### src/rtl/tpwm_pkg.sv
package tpwm_pkg;

    // Output trigger selection (control bits 3:2)
    typedef enum logic [1:0] {
        TRG_HOLD = 2'd0,
        TRG_OVF  = 2'd1,
        TRG_PWM  = 2'd2,
        TRG_CMP  = 2'd3
    } trig_e;

    // Register word addresses
    typedef enum logic [1:0] {
        RA_CTRL  = 2'd0,
        RA_LOAD  = 2'd1,
        RA_MATCH = 2'd2,
        RA_COUNT = 2'd3
    } reg_addr_e;

    // Control field positions
    localparam int CTL_RUN = 0;
    localparam int CTL_POL = 1;
    localparam int CTL_TRG = 2;
    localparam int CTL_PSE = 4;
    localparam int CTL_PSV = 5;

endpackage

### src/rtl/tpwm_regs.sv
module tpwm_regs
    import tpwm_pkg::*;
#(
    parameter int CNT_W = 32,
    parameter int PSC_W = 3
) (
    input  logic             clk,
    input  logic             rst_n,
    input  logic             wr_en,
    input  logic [1:0]       wr_addr,
    input  logic [CNT_W-1:0] wr_data,
    output logic             run,
    output logic             pol,
    output trig_e            trig,
    output logic             psc_en,
    output logic [PSC_W-1:0] psc_sel,
    output logic [CNT_W-1:0] load,
    output logic [CNT_W-1:0] match,
    output logic             cnt_wr
);

    typedef struct packed {
        logic             run;
        logic             pol;
        trig_e            trig;
        logic             psc_en;
        logic [PSC_W-1:0] psc_sel;
        logic [CNT_W-1:0] load;
        logic [CNT_W-1:0] match;
    } regs_t;

    regs_t r_d, r_q;
    reg_addr_e addr;

    assign addr = reg_addr_e'(wr_addr);

    always_comb begin
        r_d = r_q;
        if (wr_en) begin
            unique case (addr)
                RA_CTRL: begin
                    r_d.run     = wr_data[CTL_RUN];
                    // polarity is locked while the counter runs
                    if (!r_q.run) begin
                        r_d.pol = wr_data[CTL_POL];
                    end
                    r_d.trig    = trig_e'(wr_data[CTL_TRG +: 2]);
                    r_d.psc_en  = wr_data[CTL_PSE];
                    r_d.psc_sel = wr_data[CTL_PSV +: PSC_W];
                end
                RA_LOAD:  r_d.load  = wr_data;
                RA_MATCH: r_d.match = wr_data;
                default:  ;
            endcase
        end
    end

    always_ff @(posedge clk or negedge rst_n) begin
        if (!rst_n) begin
            r_q <= '0;
        end else begin
            r_q <= r_d;
        end
    end

    assign run     = r_q.run;
    assign pol     = r_q.pol;
    assign trig    = r_q.trig;
    assign psc_en  = r_q.psc_en;
    assign psc_sel = r_q.psc_sel;
    assign load    = r_q.load;
    assign match   = r_q.match;
    assign cnt_wr  = wr_en && (addr == RA_COUNT);

endmodule

### src/rtl/tpwm_prescaler.sv
module tpwm_prescaler #(
    parameter int PSC_W = 3
) (
    input  logic             clk,
    input  logic             rst_n,
    input  logic             run,
    input  logic             en,
    input  logic [PSC_W-1:0] sel,
    output logic             tick
);

    localparam int DIV_W = 2 ** PSC_W;

    typedef struct packed {
        logic [DIV_W-1:0] cnt;
    } psc_t;

    psc_t p_d, p_q;
    logic [DIV_W-1:0] limit;

    // limit = 2^(sel+1) - 1 : low sel+1 bits set
    always_comb begin
        for (int i = 0; i < DIV_W; i++) begin
            limit[i] = (i <= int'(sel));
        end
    end

    always_comb begin
        tick = run && (!en || (p_q.cnt == limit));
        p_d  = p_q;
        if (!run || !en || tick) begin
            p_d.cnt = '0;
        end else begin
            p_d.cnt = p_q.cnt + DIV_W'(1);
        end
    end

    always_ff @(posedge clk or negedge rst_n) begin
        if (!rst_n) begin
            p_q <= '0;
        end else begin
            p_q <= p_d;
        end
    end

endmodule

### src/rtl/tpwm_counter.sv
module tpwm_counter #(
    parameter int CNT_W = 32
) (
    input  logic             clk,
    input  logic             rst_n,
    input  logic             tick,
    input  logic [CNT_W-1:0] load,
    input  logic [CNT_W-1:0] match,
    input  logic             wr,
    input  logic [CNT_W-1:0] wr_val,
    output logic [CNT_W-1:0] cnt,
    output logic             ovf,
    output logic             cmp
);

    localparam logic [CNT_W-1:0] ALL_ONES = '1;
    localparam logic [CNT_W-1:0] ONE      = CNT_W'(1);

    typedef struct packed {
        logic [CNT_W-1:0] cnt;
    } ctr_t;

    ctr_t c_d, c_q;

    always_comb begin
        ovf = tick && (c_q.cnt == ALL_ONES);
        cmp = tick && (c_q.cnt == match);
        c_d = c_q;
        if (wr) begin
            c_d.cnt = wr_val;
        end else if (ovf) begin
            c_d.cnt = load;
        end else if (tick) begin
            c_d.cnt = c_q.cnt + ONE;
        end
    end

    always_ff @(posedge clk or negedge rst_n) begin
        if (!rst_n) begin
            c_q <= '0;
        end else begin
            c_q <= c_d;
        end
    end

    assign cnt = c_q.cnt;

endmodule

### src/rtl/tpwm_outgen.sv
module tpwm_outgen
    import tpwm_pkg::*;
(
    input  logic  clk,
    input  logic  rst_n,
    input  trig_e trig,
    input  logic  pol,
    input  logic  ovf,
    input  logic  cmp,
    output logic  raw,
    output logic  pwm
);

    typedef struct packed {
        logic lvl;
    } out_t;

    out_t o_d, o_q;

    always_comb begin
        o_d = o_q;
        unique case (trig)
            TRG_OVF: if (ovf) o_d.lvl = ~o_q.lvl;
            TRG_CMP: if (cmp) o_d.lvl = ~o_q.lvl;
            TRG_PWM: begin
                if (ovf) begin
                    o_d.lvl = 1'b1;
                end else if (cmp) begin
                    o_d.lvl = 1'b0;
                end
            end
            default: ;
        endcase
    end

    always_ff @(posedge clk or negedge rst_n) begin
        if (!rst_n) begin
            o_q <= '0;
        end else begin
            o_q <= o_d;
        end
    end

    assign raw = o_q.lvl;
    assign pwm = o_q.lvl ^ pol;

endmodule

### src/rtl/tpwm_top.sv
module tpwm_top
    import tpwm_pkg::*;
#(
    parameter int CNT_W = 32,
    parameter int PSC_W = 3
) (
    input  logic             clk_i,
    input  logic             rst_ni,
    input  logic             wr_en_i,
    input  logic [1:0]       wr_addr_i,
    input  logic [CNT_W-1:0] wr_data_i,
    output logic [1:0]       stat_o,
    output logic             pwm_o
);

    logic             run;
    logic             pol;
    trig_e            trig;
    logic             psc_en;
    logic [PSC_W-1:0] psc_sel;
    logic [CNT_W-1:0] load;
    logic [CNT_W-1:0] match;
    logic             cnt_wr;
    logic             tick;
    logic [CNT_W-1:0] cnt;
    logic             ovf;
    logic             cmp;
    logic             raw;

    tpwm_regs #(.CNT_W(CNT_W), .PSC_W(PSC_W)) u_regs (
        .clk     (clk_i),
        .rst_n   (rst_ni),
        .wr_en   (wr_en_i),
        .wr_addr (wr_addr_i),
        .wr_data (wr_data_i),
        .run     (run),
        .pol     (pol),
        .trig    (trig),
        .psc_en  (psc_en),
        .psc_sel (psc_sel),
        .load    (load),
        .match   (match),
        .cnt_wr  (cnt_wr)
    );

    tpwm_prescaler #(.PSC_W(PSC_W)) u_psc (
        .clk   (clk_i),
        .rst_n (rst_ni),
        .run   (run),
        .en    (psc_en),
        .sel   (psc_sel),
        .tick  (tick)
    );

    tpwm_counter #(.CNT_W(CNT_W)) u_ctr (
        .clk    (clk_i),
        .rst_n  (rst_ni),
        .tick   (tick),
        .load   (load),
        .match  (match),
        .wr     (cnt_wr),
        .wr_val (wr_data_i),
        .cnt    (cnt),
        .ovf    (ovf),
        .cmp    (cmp)
    );

    tpwm_outgen u_out (
        .clk   (clk_i),
        .rst_n (rst_ni),
        .trig  (trig),
        .pol   (pol),
        .ovf   (ovf),
        .cmp   (cmp),
        .raw   (raw),
        .pwm   (pwm_o)
    );

    assign stat_o = {pol, run};

endmodule

### config.mk
export PLATFORM = sky130hd
export DESIGN_NAME = tpwm_top
export DESIGN_NICKNAME = d
export VERILOG_FILES = /design/src/rtl/tpwm_pkg.sv /design/src/rtl/tpwm_regs.sv /design/src/rtl/tpwm_prescaler.sv /design/src/rtl/tpwm_counter.sv /design/src/rtl/tpwm_outgen.sv /design/src/rtl/tpwm_top.sv
export SDC_FILE = /design/constraint.sdc
export NUM_CORES = 1
export LEC_CHECK = 0
export BUFFER_PORTS_ARGS = -buffer_cell sky130_fd_sc_hd__buf_2
export CORE_UTILIZATION = 30
export DETAILED_ROUTE_END_ITERATION = 8
export PLACE_DENSITY_LB_ADDON = 0.15
export SLEW_MARGIN = 30
export SYNTH_ARGS = -nofsm -noshare
export SYNTH_HDL_FRONTEND = slang
export SYNTH_SLANG_ARGS = --single-unit
export TNS_END_PERCENT = 20
### constraint.sdc
create_clock -name clk_i -period 2.1 [get_ports clk_i]
set_clock_uncertainty 0.2 [all_clocks]
set_input_delay 0.315 -clock clk_i [delete_from_list [all_inputs] [get_ports clk_i]]
set_output_delay 0.315 -clock clk_i [all_outputs]
set_load 0.05 [all_outputs]
==> qor.csv <==
metric,value,unit
outcome,"complete, but fails checks",
violations,negative setup slack,
via_per_inst,4.992,
drt_iter0_drc,259,
syn_inst,554,
clk_pin_slew,0.05,ns
ys_seq_area_frac,0.4670,
synth-edff-count,0,
ys_warn_count,0,
netlist_area,6055,µm²
final_net_count,772,
wl,18410,µm
ys_seq_elements,113,
clk_latency,0.42,ns
root_buffer,clkbuf_16,
timing.final.crit_share,1.166,
grt_util_all_layers,0.1933,
min_path_type,input pin to register,
clkSinkCount,113,
first_pass_iters,4,
cts_buffers,17,
r2r_cells,6,
worst_r2r_endpoint,u_out.raw,
tns,-6.782,ns
diodes,0,
synth_compound_area_frac,0.1327,
setup_violations,33,
syn_nets,593,
placed_cells,931,
synthSimpleGateAreaFrac,0.1469,
num_vias,5047,
drv_cap,0,
final_common_cell,dfrtp_1,
port_buffers,39,
area_growth,43.17,%
hold_start,wr_data_i[3],
initial_core_util,0.3081,
die_w,144.1,µm
remaining_drc_errors,0,
leakagePower,3.715,nW
max_freq,408.5,MHz
setup_ws,-0.3478,ns
ys.flop_type,dfrtp_1,
drv_slew,0,
htreeDepth,4,
core_area,19650,µm²
cts_tree,built,
synth_fa_ha_area_frac,0.004133,
grt-ovfl-total,0,
crit_arrival,2.54,ns
rows,51,
grt_pass1_vias,5169,
stdcell_count,1011,
cts_buffer_depth,2,
final_cell_mix,"dfrtp_1, buf_4, mux2_2",
avgRoutedWirePerCell,18.21,µm
reg2reg_setup_slack,-0.35,ns
finalCriticalPeriod,2.448,ns
muxShareOfSynthArea,0.1366,
r2r_start,u_ctr.cnt[22],
slew_headroom,0.5547,
path_max_fanout,3,
antenna_found_initial,0,
ant_nets,0,
synthArstFlopShare,1.000,
io_pins,40,
synth_area_leaders,"dfrtp_1, mux2_2, xor2_1",
drive_gt1_frac,0.4236,
dp_hpwl,12630,µm
worst_slew_pin_slew,0.6680,ns
pwr_density_cell,988.4,nW/µm²
vdd_drop_max,0.5583,mV
rsz0062_at_grt,true,
grt_pass1_wl,29330,µm
hold_depth,3,
end_kind,register,
path_class,register to register,
setup.worst_path.start_class,register,
yosysTopAreaCell,dfrtp_1,
synth_xor_xnor_area_share,0.07667,
synth_top_family_by_area,simple AND/OR/NAND/NOR gates,
die_y,144.1,µm
worstHoldEndpoint,u_ctr.cnt[3],
gp_congestion,0.8671,
grt_max_degree,114,
yosys.area.top_type_share,0.4670,
hold_viol_final,0,
avgSynthCellArea,10.93,µm²
synth_cell_type_count,68,
die-area,20750,µm²
required,2.20,ns
==> cells in the mapped netlist, types with 6 or more instances <==
library cell	count
o211ai_1	6
o21ai_1	7
clkbuf_1	13
buf_2	9
and3_1	14
dfrtp_1	113
xnor2_1	15
inv_1	9
a31oi_1	12
nand4_1	7
buf_4	6
a21oi_1	13
o21ai_0	8
mux2_2	69
nand3_1	27
xor2_1	38
nand2_1	46
nor3_1	6
nor2_1	30
nor4_1	6
o31ai_1	10
==> worst max path at each step <==
stage,end,cells after the start,slack [ns],start
3_3_place_gp,u_out.raw,7,-0.49,u_ctr.cnt[2]
6_report,u_out.raw,6,-0.35,u_ctr.cnt[22]
2_1_floorplan,u_out.raw,6,-0.15,u_ctr.cnt[2]
5_1_grt,u_ctr.cnt[16],8,-0.41,u_regs.psc_sel[2]
4_1_cts,u_out.raw,7,-0.37,u_regs.match[19]
3_5_place_dp,u_out.raw,7,-0.49,u_regs.match[18]
==> power by group <==
group          total, W  switching (W)  leakage (nW)  internal, W
sequential      0.00302       0.000363          1.36      0.00265
clock           0.00270       0.000991         0.272      0.00171
combinational   0.00285        0.00141          2.08      0.00144
==> cell families (layout without fill, tap and decap cells) <==
family | after synthesis | after routing
flops | 113 | 113
buf+inv | 43 | 235
mux | 74 | 74
compound gates | 105 | 105
simple gates | 164 | 164
xor+xnor | 53 | 53
fa+ha+maj | 2 | 2
==> state kept, by name, indices dropped and copies added (netlist names) <==
name            count
u_regs.psc_sel      3
u_regs.match       32
u_psc.p_q           8
u_regs.load        32
u_regs.pol          1
u_regs.run          1
u_out.raw           1
u_ctr.cnt          32
u_regs.trig         2
u_regs.psc_en       1
==> layout make-up <==
cell class              instances  area, µm²
fillers                      1909      10990
clock inverters                 6      55.05
clock buffers                  26      489.2
repair buffers                194       1602
flip-flops and latches        113       2831
inverters                       9      33.78
well taps                     265      331.6
multi-input cells             398       3326
==> worst max-delay path, stage by stage, from the launching register on <==
cell and delay [ns]:
dfrtp_1 0.39, xor2_1 0.23, nor3_1 0.34, nand3_1 0.13, or4_4 0.51, a32o_1 0.22
a221o_1 0.31
==> per-layer routing <==
metal,up-vias,GRT usage,share of wire
met3,12,0.03940,0.028
met2,73,0.3176,0.49
met4,0,0.06215,0.0084
li1,2402,-,-
met5,-,0,0
met1,2560,0.2531,0.47
==> metrics by stage <==
stage / total power [W] / utilization / hold slack, ns / setup WS [ns] / instance area [µm²]
final: 0.008567 / 0.4410 / 0.02522 / -0.3478 / 8668
after floorplan: 0.004408 / - / -0.1806 / -0.1538 / 6073
after detailed placement: 0.005494 / 0.3717 / 0.2677 / -0.4857 / 7305
after global routing: 0.009030 / 0.4410 / 0.01932 / -0.4129 / 8668
after global placement: 0.005466 / 0.3717 / 0.2601 / -0.4871 / 7305
after CTS: 0.008502 / 0.4280 / 0.003453 / -0.3688 / 8412
==> repair_timing <==
item                       CTS  global route
setup endpoints to repair   34            40
pin swaps                   24            20
hold buffers                32             0
hold endpoints to repair   204             0
buffers inserted             6             8
gates resized for setup     34            31
cloned                       2             0
Note: power is estimated with default switching activity, not from simulation.
